===== config.mk =====
export PLATFORM = sky130hd
export DESIGN_NAME = pad_clamp_seq
export DESIGN_NICKNAME = d
export VERILOG_FILES = /design/src/rtl/pcs_pkg.sv /design/src/rtl/pcs_user_count.sv /design/src/rtl/pcs_step_timer.sv /design/src/rtl/pcs_clamp_word.sv /design/src/rtl/pad_clamp_seq.sv
export SDC_FILE = /design/constraint.sdc
export NUM_CORES = 1
export LEC_CHECK = 0
export BUFFER_PORTS_ARGS = -buffer_cell sky130_fd_sc_hd__buf_2
export CAP_MARGIN = 20
export CORE_UTILIZATION = 25
export DETAILED_ROUTE_END_ITERATION = 8
export GPL_ROUTABILITY_DRIVEN = 0
export RECOVER_POWER = 50
export SYNTH_ARGS = -nofsm -noshare
export SYNTH_HDL_FRONTEND = slang
export SYNTH_SLANG_ARGS = --single-unit

===== constraint.sdc =====
create_clock -name clk -period 3.05 [get_ports clk]
set_input_delay 0.305 -clock clk [delete_from_list [all_inputs] [get_ports clk]]
set_output_delay 0.305 -clock clk [all_outputs]
set_load 0.05 [all_outputs]

===== src/rtl/pcs_pkg.sv =====
package pcs_pkg;
  typedef enum logic {PH_IDLE, PH_RUN} phase_e;
  localparam int unsigned N_STEPS = 3;
  typedef logic [1:0] step_t;
endpackage


===== src/rtl/pcs_user_count.sv =====
module pcs_user_count #(
  parameter int unsigned CNT_W = 4
) (
  input  logic clk,
  input  logic rst,
  input  logic inc,
  input  logic dec,
  output logic zero,
  output logic one,
  output logic full
);
  logic [CNT_W-1:0] cnt_q;

  always_ff @(posedge clk) begin
    if (rst) begin
      cnt_q <= '0;
    end else if (inc) begin
      cnt_q <= cnt_q + 1'b1;
    end else if (dec) begin
      cnt_q <= cnt_q - 1'b1;
    end
  end

  assign zero = (cnt_q == '0);
  assign one  = (cnt_q == CNT_W'(1));
  assign full = &cnt_q;

  // the count never wraps upward
  a_r9_no_wrap_up: assert property (@(posedge clk) disable iff (rst)
    inc |-> !full);
  // the count never wraps downward
  a_r6_no_wrap_down: assert property (@(posedge clk) disable iff (rst)
    dec |-> !zero);
  a_r4_single_move: assert property (@(posedge clk) disable iff (rst)
    !(inc && dec));
endmodule


===== src/rtl/pcs_step_timer.sv =====
module pcs_step_timer #(
  parameter int unsigned DELAY_CYC = 4
) (
  input  logic clk,
  input  logic rst,
  input  logic load,
  output logic expire
);
  localparam int unsigned TW = $clog2(DELAY_CYC + 1);

  logic [TW-1:0] cnt_q;

  always_ff @(posedge clk) begin
    if (rst) begin
      cnt_q <= '0;
    end else if (load) begin
      cnt_q <= TW'(DELAY_CYC);
    end else if (cnt_q != '0) begin
      cnt_q <= cnt_q - 1'b1;
    end
  end

  assign expire = (cnt_q == TW'(1));

  // a settling window is never cut short by a reload
  a_r2_no_early_reload: assert property (@(posedge clk) disable iff (rst)
    load |-> (cnt_q == '0 || expire));
endmodule


===== src/rtl/pcs_clamp_word.sv =====
module pcs_clamp_word
  import pcs_pkg::*;
#(
  parameter int unsigned WORD_W     = 32,
  parameter int unsigned POS_MAIN   = 24,
  parameter int unsigned POS_EARLY  = 25,
  parameter int unsigned POS_CORE   = 26,
  parameter logic [WORD_W-1:0] RESET_WORD = '0
) (
  input  logic              clk,
  input  logic              rst,
  input  logic              step_en,
  input  step_t             step_idx,
  input  logic              apply,
  output logic [WORD_W-1:0] word
);
  localparam logic [WORD_W-1:0] CLAMP_MASK =
    (WORD_W'(1) << POS_MAIN) | (WORD_W'(1) << POS_EARLY) | (WORD_W'(1) << POS_CORE);
  localparam logic [WORD_W-1:0] INIT_WORD = RESET_WORD | CLAMP_MASK;

  logic [WORD_W-1:0] rel_m [N_STEPS];
  logic [WORD_W-1:0] app_m [N_STEPS];
  logic [WORD_W-1:0] touch, setv;
  logic [WORD_W-1:0] word_q;

  // release walks main, early, core; isolate walks the reverse
  for (genvar g = 0; g < N_STEPS; g++) begin : g_step
    localparam int unsigned P_REL = (g == 0) ? POS_MAIN : (g == 1) ? POS_EARLY : POS_CORE;
    localparam int unsigned P_APP = (g == 0) ? POS_CORE : (g == 1) ? POS_EARLY : POS_MAIN;
    assign rel_m[g] = (step_en && !apply && step_idx == step_t'(g)) ? (WORD_W'(1) << P_REL) : '0;
    assign app_m[g] = (step_en &&  apply && step_idx == step_t'(g)) ? (WORD_W'(1) << P_APP) : '0;
  end

  always_comb begin
    touch = '0;
    setv  = '0;
    for (int i = 0; i < N_STEPS; i++) begin
      touch = touch | rel_m[i] | app_m[i];
      setv  = setv | app_m[i];
    end
  end

  always_ff @(posedge clk) begin
    if (rst) begin
      word_q <= INIT_WORD;
    end else begin
      word_q <= (word_q & ~touch) | setv;
    end
  end

  assign word = word_q;

  // early clamp drops only once the main clamp is already off
  a_r2_release_early_after_main: assert property (@(posedge clk) disable iff (rst)
    $fell(word_q[POS_EARLY]) |-> !word_q[POS_MAIN]);
  a_r2_release_core_after_early: assert property (@(posedge clk) disable iff (rst)
    $fell(word_q[POS_CORE]) |-> !word_q[POS_EARLY]);
  // clamps come back only once the supply is already down
  a_r3_apply_early_after_core: assert property (@(posedge clk) disable iff (rst)
    $rose(word_q[POS_EARLY]) |-> word_q[POS_CORE]);
  a_r3_apply_main_after_early: assert property (@(posedge clk) disable iff (rst)
    $rose(word_q[POS_MAIN]) |-> word_q[POS_EARLY]);
  // one clamp bit per edge
  a_r8_one_bit_per_edge: assert property (@(posedge clk) disable iff (rst)
    $countones(word_q ^ $past(word_q)) <= 1);
endmodule


===== src/rtl/pad_clamp_seq.sv =====
module pad_clamp_seq
  import pcs_pkg::*;
#(
  parameter int unsigned WORD_W     = 32,
  parameter int unsigned POS_MAIN   = 24,
  parameter int unsigned POS_EARLY  = 25,
  parameter int unsigned POS_CORE   = 26,
  parameter logic [WORD_W-1:0] RESET_WORD = 32'h0700_0000,
  parameter int unsigned CNT_W      = 4,
  parameter int unsigned CLK_HZ     = 200_000_000,
  parameter int unsigned SETTLE_US  = 150,
  parameter int unsigned DELAY_CYC  = (CLK_HZ / 1000) * SETTLE_US / 1000
) (
  input  logic              clk,
  input  logic              rst,
  input  logic              en_req,
  output logic              en_ack,
  input  logic              dis_req,
  output logic              dis_ack,
  output logic [WORD_W-1:0] ctrl_word,
  output logic              clamp_main,
  output logic              clamp_early,
  output logic              core_down,
  output logic              busy,
  output logic              err
);
  localparam int unsigned GW = $clog2(DELAY_CYC + 2);

  phase_e phase_q;
  logic   apply_q;
  step_t  step_q;
  logic   en_ack_q, dis_ack_q, err_q;

  logic idle_ok, take_en, take_dis;
  logic zero, one, full;
  logic start_rel, start_app, expire, adv, last;
  logic step_en, apply_sel, tmr_load;
  step_t step_idx;

  // a request is taken only when idle and not in an acknowledge cycle; enable wins a tie
  assign idle_ok  = (phase_q == PH_IDLE) && !en_ack_q && !dis_ack_q;
  assign take_en  = idle_ok && en_req;
  assign take_dis = idle_ok && dis_req && !en_req;

  assign start_rel = take_en && zero;
  assign start_app = take_dis && one;
  assign adv       = (phase_q == PH_RUN) && expire;
  assign last      = adv && (step_q == 2'd1);

  assign step_en   = start_rel || start_app || adv;
  assign step_idx  = adv ? step_q + 2'd1 : 2'd0;
  assign apply_sel = adv ? apply_q : start_app;
  assign tmr_load  = start_rel || start_app || (adv && !last);

  pcs_user_count #(.CNT_W(CNT_W)) u_count (
    .clk  (clk),
    .rst  (rst),
    .inc  (take_en && !full),
    .dec  (take_dis && !zero),
    .zero (zero),
    .one  (one),
    .full (full)
  );

  pcs_step_timer #(.DELAY_CYC(DELAY_CYC)) u_timer (
    .clk    (clk),
    .rst    (rst),
    .load   (tmr_load),
    .expire (expire)
  );

  pcs_clamp_word #(
    .WORD_W     (WORD_W),
    .POS_MAIN   (POS_MAIN),
    .POS_EARLY  (POS_EARLY),
    .POS_CORE   (POS_CORE),
    .RESET_WORD (RESET_WORD)
  ) u_word (
    .clk      (clk),
    .rst      (rst),
    .step_en  (step_en),
    .step_idx (step_idx),
    .apply    (apply_sel),
    .word     (ctrl_word)
  );

  always_ff @(posedge clk) begin
    if (rst) begin
      phase_q   <= PH_IDLE;
      apply_q   <= 1'b0;
      step_q    <= '0;
      en_ack_q  <= 1'b0;
      dis_ack_q <= 1'b0;
      err_q     <= 1'b0;
    end else begin
      en_ack_q  <= (take_en && !start_rel) || (last && !apply_q);
      dis_ack_q <= (take_dis && !start_app) || (last && apply_q);
      err_q     <= (take_en && full) || (take_dis && zero);
      if (start_rel || start_app) begin
        phase_q <= PH_RUN;
        apply_q <= start_app;
        step_q  <= '0;
      end else if (adv) begin
        step_q <= step_q + 2'd1;
        if (last) phase_q <= PH_IDLE;
      end
    end
  end

  assign en_ack      = en_ack_q;
  assign dis_ack     = dis_ack_q;
  assign err         = err_q;
  assign busy        = (phase_q == PH_RUN);
  assign clamp_main  = ctrl_word[POS_MAIN];
  assign clamp_early = ctrl_word[POS_EARLY];
  assign core_down   = ctrl_word[POS_CORE];

  // spacing monitor: cycles since the word last changed
  logic [WORD_W-1:0] prev_q;
  logic [GW-1:0]     gap_q;
  logic              chg;
  assign chg = (ctrl_word != prev_q);

  always_ff @(posedge clk) begin
    if (rst) begin
      prev_q <= RESET_WORD | (WORD_W'(1) << POS_MAIN) | (WORD_W'(1) << POS_EARLY)
                | (WORD_W'(1) << POS_CORE);
      gap_q  <= '1;
    end else begin
      prev_q <= ctrl_word;
      if (chg)             gap_q <= GW'(1);
      else if (gap_q != '1) gap_q <= gap_q + 1'b1;
    end
  end

  // steps inside a sequence are exactly DELAY_CYC edges apart
  a_r2_step_spacing: assert property (@(posedge clk) disable iff (rst)
    (chg && $past(busy)) |-> (gap_q == GW'(DELAY_CYC)));
  // acknowledges are single-cycle pulses and never overlap a running sequence
  a_r7_en_ack_pulse: assert property (@(posedge clk) disable iff (rst)
    en_ack |=> !en_ack);
  a_r7_dis_ack_pulse: assert property (@(posedge clk) disable iff (rst)
    dis_ack |=> !dis_ack);
  a_r7_no_ack_while_busy: assert property (@(posedge clk) disable iff (rst)
    busy |-> (!en_ack && !dis_ack));
  // outside a sequence the word holds still
  a_r4_idle_word_quiet: assert property (@(posedge clk) disable iff (rst)
    (!busy && !$past(busy)) |-> $stable(ctrl_word));
  // an error always rides on an acknowledge
  a_r6_err_with_ack: assert property (@(posedge clk) disable iff (rst)
    err |-> (en_ack || dis_ack));
  // never both acknowledges at once
  a_r10_one_ack: assert property (@(posedge clk) disable iff (rst)
    !(en_ack && dis_ack));
endmodule


=== Yosys cells after proc, flatten, opt, wreduce, memory -nomap -nowiden ===
Cells that the tools add are included.

* Input port bits: 4
* Register bits: 58
* Output and inout bits: 39

* Reductions and logical operators: 53
* Bitwise operators: 11
* $add $sub $neg: 4
* Equal/unequal tests: 5
* Multiplexer cells: 15

{| class="wikitable"
|+ Operators with widths
! cell !! count
|-
| $or A32 B32 Y32 || 8
|-
| $mux W27 || 2
|-
| $mux W26 || 2
|-
| $mux W25 || 2
|-
| $and A32 B32 Y32 || 1
|-
| $not A32 Y32 || 1
|-
| $mux W15 || 2
|-
| $logic_and A1 B1 Y1 || 26
|-
| $eq A15 B1 Y1 const B || 1
|-
| $reduce_bool A15 Y1 || 1
|-
| $sub A15 B1 Y15 const B || 1
|-
| $logic_not A1 Y1 || 10
|-
| $mux W4 || 2
|-
| $reduce_bool A2 Y1 || 4
|-
| $logic_or A1 B1 Y1 || 6
|-
| $add A4 B1 Y4 const B || 1
|-
| $eq A2 B1 Y1 const B || 2
|-
| $eq A4 B1 Y1 const B || 1
|-
| $logic_not A4 Y1 || 1
|-
| $mux W1 || 4
|-
| $reduce_and A4 Y1 || 1
|-
| $reduce_or A2 Y1 || 2
|-
| $sub A4 B1 Y4 const B || 1
|-
| $add A2 B1 Y2 const B || 1
|-
| other kinds (5) || 5
|}

=== Depth between registers and ports, before layout ===
Gate-level depths: netlist (run 1).

* Depth after elaboration: 19
* Mapped depth: 7

=== Cells and area by module ===
From an unflattened synthesis (run 1), not the netlist that was laid out.

* Cell total of the unflattened synthesis: 220
* Area total of the unflattened synthesis: 1888.1 um2

{| class="wikitable"
|+ Modules (own cells, without submodules)
! module !! sequential area each (um2) !! cells each !! instances !! area an instance (um2)
|-
| pcs_step_timer || 300.3 || 98 || 1 || 857.1
|-
| pad_clamp_seq || 140.1 || 46 || 1 || 411.6
|-
| pcs_clamp_word || 60.1 || 46 || 1 || 357.8
|-
| pcs_user_count || 80.1 || 30 || 1 || 261.5
|}

=== Worst setup path after synthesis (run 1) ===
No wires, ideal clock.

* Path kind: reg2reg
* From: register u_timer.cnt_q[5]
* To: register u_word.word_q[26] (netlist: u_word.word[26])
* Library setup time: 123 ps
* Period minus slack after synthesis: 2144 ps
* Arrival: 2021 ps
* Slack: 906 ps
* Required time: 2927 ps
* Stages on the path, launching flop included: 6
* Cell sequence: dfxtp_1 or4_4 or3b_4 or4_4 mux2i_1 o21ai_0

* Cells in the longest elaborated chain, start to end: 14
* Elaborated cells between the ends (all ways): 24
* Classes of those cells: eq/ne: 2; mux: 4; bitwise: 10; reduce/logical: 8

{| class="wikitable"
|+ Ends and longest elaborated chain
! what !! RTL line !! RTL
|-
| start, declared || pcs_step_timer.sv:11 || <nowiki>logic [TW-1:0] cnt_q;</nowiki>
|-
| start signal, assigned || pcs_step_timer.sv:17 || <nowiki>cnt_q <= TW'(DELAY_CYC);</nowiki>
|-
| start signal, assigned || pcs_step_timer.sv:19 || <nowiki>cnt_q <= cnt_q - 1'b1;</nowiki>
|-
| $eq A15 B1 Y1 * || pcs_step_timer.sv:23 || <nowiki>assign expire = (cnt_q == TW'(1));</nowiki>
|-
| $logic_and A1 B1 Y1 * || pad_clamp_seq.sv:47 || <nowiki>assign adv = (phase_q == PH_RUN) && expire;</nowiki>
|-
| $mux W2 (tied with other cells) || pad_clamp_seq.sv:51 || <nowiki>assign step_idx = adv ? step_q + 2'd1 : 2'd0;</nowiki>
|-
| $logic_not A2 Y1 / $logic_and A1 B1 Y1 (equally long branches) || pcs_clamp_word.sv:31 || <nowiki>assign app_m[g] = (step_en && apply && step_idx == step_t'(g)) ? (WORD_W'(1) << P_APP) : '0;</nowiki>
|-
| $logic_and A1 B1 Y1 || pcs_clamp_word.sv:31 ||
|-
| $mux W27 || pcs_clamp_word.sv:31 ||
|-
| $or A32 B32 Y32 (5 in series) || pcs_clamp_word.sv:38 || <nowiki>touch = touch | rel_m[i] | app_m[i];</nowiki>
|-
| $not A32 Y32 || pcs_clamp_word.sv:47 || <nowiki>word_q <= (word_q & ~touch) | setv;</nowiki>
|-
| $and A32 B32 Y32 || pcs_clamp_word.sv:47 ||
|-
| $or A32 B32 Y32 * || pcs_clamp_word.sv:47 ||
|-
| end signal, assigned || pcs_clamp_word.sv:47 ||
|-
| end, declared || pcs_clamp_word.sv:24 || <nowiki>logic [WORD_W-1:0] word_q;</nowiki>
|}

Mark *: on every way between the ends. The rest lies on a longest branch, timed or not.
A chain may end at the register's enable or synchronous reset.

=== Worst setup path in the final report (run 1) ===
* From: register u_timer.cnt_q[5]
* To: register u_timer.cnt_q[14]

* Cells in the longest elaborated chain, start to end: 7
* Elaborated cells between the ends (all ways): 11
* Classes of those cells: add/sub: 1; eq/ne: 1; mux: 2; reduce/logical: 7

{| class="wikitable"
|+ Ends and longest elaborated chain
! what
|-
| parallel branches: the longest is 7 deep, another holds $sub A15 B1 Y15
|}

Several ways; the timed one is not identified. The select of a mux whose other input is x is not followed.

==> impl_metrics.json, run 1 <==
{
  "wl_mm": 3.34,
  "dr.pass1.iters": 4,
  "io_pins": 43,
  "core-area_um2": 6760,
  "dp_cells": 294,
  "grt_pass1_wl_mm": 5.74,
  "drc": 0,
  "hpwlAfterDp_mm": 2.41,
  "die_y_um": 85.6,
  "yosys.area.top_type_share_pct": 33.2,
  "synth_edf_count": 0,
  "synth-main-ff-cell": "dfxtp_1",
  "grt_pass1_vias": 1246,
  "tns_ps": 0,
  "crit_fanout": 10,
  "antenna_found_initial": 0,
  "vias": 1366,
  "fmax_mhz": 406,
  "worstMarginPinSlew_ps": 657,
  "cts_buffer_depth": 2,
  "synth_area_leaders": "dfxtp_1, buf_4, ha_1",
  "diodes": 0,
  "synth.largest_area_cell": "dfxtp_1",
  "ys_ff_latch": 29,
  "power_density_nw_per_um2": 1110,
  "avgSynthCellArea_um2": 8.48,
  "drive_above_1_share_pct": 7.24,
  "vdd_drop_max_mv": 0.257,
  "yosys_warnings": 0,
  "cp-start-kind": "register",
  "fin_nets": 233,
  "clock_tree.root_cell": "clkbuf_8",
  "finalHoldViolations": 0,
  "synthesis.area_um2": 1750,
  "finalSetupViolCount": 0,
  "p_total_uw": 2040,
  "clk_pin_slew_ps": 60,
  "min_period_ps": 2460,
  "crit_path_end_kind": "register",
  "async_flop_share_pct": 0,
  "slew_headroom_pct": 56.2,
  "cts_tree": "done",
  "place.port_buffers": 13,
  "cts_made_buffers": 5,
  "fp.dieArea_um2": 7320,
  "cp.arrival_ps": 2670,
  "clk_latency_ps": 280,
  "final_area_um2": 1840,
  "max_cap_violations": 0,
  "synth_seq_area_share_pct": 33.2,
  "grt_max_degree": 24,
  "slew_violations": 0,
  "hold_path_startpoint": "en_req",
  "hold_buffers": 0,
  "cts_setup_buffers": 0,
  "h-tree-depth": 2,
  "cts_sinks": 29,
  "num_rows": 30,
  "pre_cts_slack_ps": 736,
  "ant_nets": 0,
  "outcome": "completed",
  "worst_clock_skew_ps": 5.95,
  "rsz0062_at_grt": "false",
  "hold_path.class": "in2reg",
  "grt_use_total_pct": 10.0,
  "vias_per_cell": 4.54,
  "die_x_um": 85.6,
  "areaGrowthSynthToFinish_pct": 5.37,
  "drt_iter0_markers": 106,
  "initial_core_util_pct": 25.9,
  "required_ps": 3250,
  "placed_cell_area_um2": 1780,
  "synth_cells": 206,
  "r2r-start": "u_timer.cnt_q[5]$_SDFFE_PP0P_",
  "cts_resized": 0,
  "ys_types": 42,
  "post_drt_wl_per_cell_um": 11.1,
  "grt_overflow": 0,
  "p_leak_uw": 0.000720,
  "final_cells": 301,
  "post-route-period-util_pct": 80.8,
  "criticalPathCategory": "reg2reg",
  "fin_ws_ps": 587,
  "cp-startpoint": "u_timer.cnt_q[5]$_SDFFE_PP0P_"
}
## cells in the mapped netlist, types with 2 or more instances
cell	n
or3_1	7
nor3_1	6
nand4b_1	2
nand4_1	5
a2111oi_0	2
xor2_1	3
nor2b_1	3
a211o_1	2
xnor2_1	7
o21ai_0	3
buf_4	32
or3b_2	2
nor2_1	18
nand3_1	7
ha_1	8
nand3b_1	2
inv_1	6
dfxtp_1	29
a31oi_1	9
nand2_1	17
and3_1	2
a21oi_1	11
mux2i_1	3
or4_4	2
## area by class of cell
class | count | area, um^2
clock buffers | 7 | 86.3
inverters | 6 | 22.5
flip-flops and latches | 29 | 581
well taps | 80 | 100
repair buffers | 14 | 56.3
multi-input cells | 165 | 995
fillers | 751 | 4920
## per-layer routing
metal	vias up	share of wire, %	GRT usage, %	routed length, um
met5	-	0	0	0
met4	0	2.0	5.45	68
met3	6	4.9	2.98	165
met2	35	45	15.1	1510
met1	627	48	12.7	1590
li1	698	-	-	-
## state kept, by name, summed over array words and instances, names as in the netlist
name           count
u_timer.cnt_q     15
u_count.cnt_q      4
u_word.word        3
step_q             2
apply_q            1
busy               1
dis_ack            1
en_ack             1
err                1
## worst paths after layout
path | end | slack (ps) | cells after the start
worst min-delay path | en_ack$_SDFF_PP0_ | 320 | 3
worst max register to register | u_timer.cnt_q[14]$_SDFFE_PP0P_ | 590 | 5
worst max-delay path | u_timer.cnt_q[14]$_SDFFE_PP0P_ | 590 | 5
worst min register to register | u_timer.cnt_q[14]$_SDFFE_PP0P_ | 490 | 2
## power by group
part           total [uW]  internal [uW]  switching, uW
clock                 315            179            137
combinational        1070            369            705
sequential            647            510            137
## critical path, cell delays in order, from the launching register on
cell	delay, ps
dfxtp_1	330
or4_1	600
or3b_1	500
nor3_4	430
a21oi_1	310
a31oi_1	220
## metrics by stage
step                utilization (%)  hold slack [ps]
finish                         27.2              317
global route                   27.2              352
CTS                            27.6              308
detailed placement             26.3              486
global placement               26.3              482
floorplan                         -              381
## kinds of logic (layout without fill, tap and decap cells)
kind of cell,Yosys count,in the layout,share of synthesized area (%)
and+or+nand+nor,79,79,25.0
buffers and inverters,40,27,15.5
AOI/OAI and AO/OA,36,36,13.6
DFF,29,29,33.2
xor gates and xnor gates,10,10,5.01
adders and majority gates,8,8,5.73
muxes,3,3,1.72
other,1,29,0.215
## layout by cell type (no fill, tap or decap), types with 2 or more instances in the layout
cell / Yosys / final
nor2_1: 18 / 18
inv_1: 6 / 6
dfxtp_1: 29 / 29
nor3_1: 6 / 6
nor2b_1: 3 / 3
and3_1: 2 / 2
nand3b_1: 2 / 2
nand4_1: 5 / 5
or3b_2: 2 / 2
xor2_1: 3 / 3
clkbuf_8: 0 / 6
o21ai_0: 3 / 3
nand4b_1: 2 / 2
nand2_1: 17 / 17
a211o_1: 2 / 2
a2111oi_0: 2 / 2
a21oi_1: 11 / 11
clkbuf_1: 1 / 12
or3_1: 7 / 7
nand3_1: 7 / 7
xnor2_1: 7 / 7
mux2i_1: 3 / 3
ha_1: 8 / 8
buf_2: 0 / 3
a31oi_1: 9 / 9
conb_1: 1 / 29
No activity file was read; power rests on OpenSTA's default activity.
==> inputs of run 2 (changes only) <==
Clock period 3.05 ns to 2.15 ns, I/O delays scaled along.
==> run 2 against run 1 <==
Effect of this change: the run now ends with negative setup slack left; routed wire length down 0.12%; via count up 5.2%; clock skew up 2.0 ps; flip-flop and latch count unchanged; sequential share of layout area down 1.6 points; combinational power up 60%; count of clock-buffer cells in the layout down 1; die area unchanged; hold slack worse by 86 ps; register-to-register slack worse by 600 ps; total power up 50%; largest cell class unchanged.
==> impl_metrics.json, run 2 (same netlist as run 1, synthesis figures left out) <==
{
  "fin_nets": 243,
  "h-tree-depth": 2,
  "cp-start-kind": "register",
  "r2r_cells": 5,
  "grt_use_total_pct": 9.85,
  "criticalPathCategory": "reg2reg",
  "crit_family": "simple AND/OR/NAND/NOR gates",
  "grt_max_degree": 24,
  "areaGrowthSynthToFinish_pct": 11.3,
  "cts_sinks": 29,
  "post-route-period-util_pct": 100,
  "cts_made_buffers": 5,
  "place.port_buffers": 13,
  "clk_pin_slew_ps": 60,
  "power_density_nw_per_um2": 1570,
  "fmax_mhz": 463,
  "final_cell_mix": "conb_1, dfxtp_1, nor2_1, nand2_1",
  "cts_buffer_depth": 2,
  "worstMarginPinSlew_ps": 612,
  "final_cells": 312,
  "path_buf_inv": 0,
  "hpwlAfterDp_mm": 2.47,
  "max_flop_register": "u_timer.cnt_q",
  "outcome": "finished, violations left",
  "antenna_found_initial": 0,
  "drc": 0,
  "grt_pass1_vias": 1222,
  "worst_clock_skew_ps": 7.98,
  "drt_iter0_markers": 69,
  "core-area_um2": 6760,
  "dp_cells": 303,
  "grt_overflow": 0,
  "hold-path-cell-count": 3,
  "clock_tree.root_cell": "clkbuf_8",
  "slew_violations": 0,
  "crit_path_end_kind": "register",
  "wl_mm": 3.34,
  "critPathSlowestCell": "or4_4",
  "largest_reg_flops": 15,
  "max_cap_violations": 0,
  "io_pins": 43,
  "dr.pass1.iters": 4,
  "vias": 1437,
  "finalHoldViolations": 0,
  "min_to": "en_ack$_SDFF_PP0_",
  "final_common_cell": "conb_1",
  "hold_path.class": "in2reg",
  "r2r-start": "u_timer.cnt_q[5]$_SDFFE_PP0P_",
  "diodes": 0,
  "initial_core_util_pct": 25.9,
  "cts_tree": "done",
  "num_rows": 30,
  "post_drt_wl_per_cell_um": 10.7,
  "hold_path_startpoint": "en_req",
  "p_leak_uw": 0.000779,
  "vias_per_cell": 4.61,
  "crit_fanout": 5,
  "fill_cells": 737,
  "p_total_uw": 3050,
  "r2r_end": "u_word.word[26]$_SDFF_PP1_",
  "hold_buffers": 0,
  "die_x_um": 85.6,
  "tns_ps": -9.36,
  "critPathMaxStageDelay_ps": 540,
  "drive_above_1_share_pct": 14.2,
  "finish.utilization_pct": 28.8,
  "fp.dieArea_um2": 7320,
  "slew_headroom_pct": 59.2,
  "grt_pass1_wl_mm": 5.62,
  "violations": "negative setup slack",
  "ant_nets": 0,
  "min_period_ps": 2160,
  "die_y_um": 85.6,
  "rsz0062_at_grt": "true",
  "vdd_drop_max_mv": 0.427,
  "cp.arrival_ps": 2340,
  "clk_latency_ps": 280,
  "finalSetupViolCount": 1,
  "fin_ws_ps": -9.36,
  "r2r_slack_ps": -9,
  "required_ps": 2330,
  "timing.critical_path.mode_cell": "or4_4",
  "cp_cell_sequence": "or4_4 -> or3b_4 -> or4_4 -> mux2i_1 -> o21ai_1"
}
-- run 2: worst reg2reg max path, cell delays in order, from the launching register on --
cell and delay [ps]:
dfxtp_1 310, or4_4 530, or3b_4 430, or4_4 540, mux2i_1 170, o21ai_1 70
-- run 2: through the flow --
step / hold WS (ps) / worst slack, ps / instance area (um^2)
floorplan: 291 / 6.31 / 1850
global placement: 479 / 15.7 / 1860
detailed placement: 485 / -4.78 / 1860
CTS: 221 / 2.19 / 1940
global route: 245 / -46.5 / 1940
finish: 231 / -9.36 / 1940
-- run 2: timing repair --
action | 4_1_cts | 5_1_grt
gates resized for setup | 1 | 4
setup buffers | 0 | 1
pin swaps | 0 | 2
gates cloned | 0 | 0
endpoints found under the setup margin | 1 | 5
-- run 2: area by class of cell --
type                            instances  area (um^2)  share of cell area (%)
Clock inverter                          2         10.0                   0.515
Sequential cell                        29          582                    29.9
Multi-Input combinational cell        165         1010                    52.0
Tap cell                               80          100                    5.15
Inverter                                6         22.5                    1.16
Timing Repair Buffer                   24          146                    7.53
Clock buffer                            6         72.6                    3.73
-- run 2: per-layer routing --
layer / share of wire [%] / GRT usage [%]
met5: 0 / 0
met4: 2.4 / 5.45
met3: 4.8 / 2.89
met2: 46 / 15.2
met1: 47 / 12.3
-- run 2: where the power goes --
part	internal, uW	switching, uW	leakage (uW)
logic	680	1030	0.000496
registers	725	188	0.000239
clock network	224	206	0.0000450
total	1630	1430	0.000779
-- run 2: how the worst max path moves through the flow --
stage	slack, ps	depth (start not counted)	from	endpoint
final	-9	5	u_timer.cnt_q[5]$_SDFFE_PP0P_	u_word.word[26]$_SDFF_PP1_
after global routing	-50	5	u_timer.cnt_q[8]$_SDFFE_PP0P_	u_word.word[26]$_SDFF_PP1_
after CTS	2	5	u_timer.cnt_q[5]$_SDFFE_PP0P_	u_word.word[26]$_SDFF_PP1_
after detailed placement	-5	5	u_timer.cnt_q[5]$_SDFFE_PP0P_	u_word.word[26]$_SDFF_PP1_
after global placement	20	5	u_timer.cnt_q[5]$_SDFFE_PP0P_	u_word.word[26]$_SDFF_PP1_
after floorplan	6	5	u_timer.cnt_q[5]$_SDFFE_PP0P_	u_word.word[26]$_SDFF_PP1_
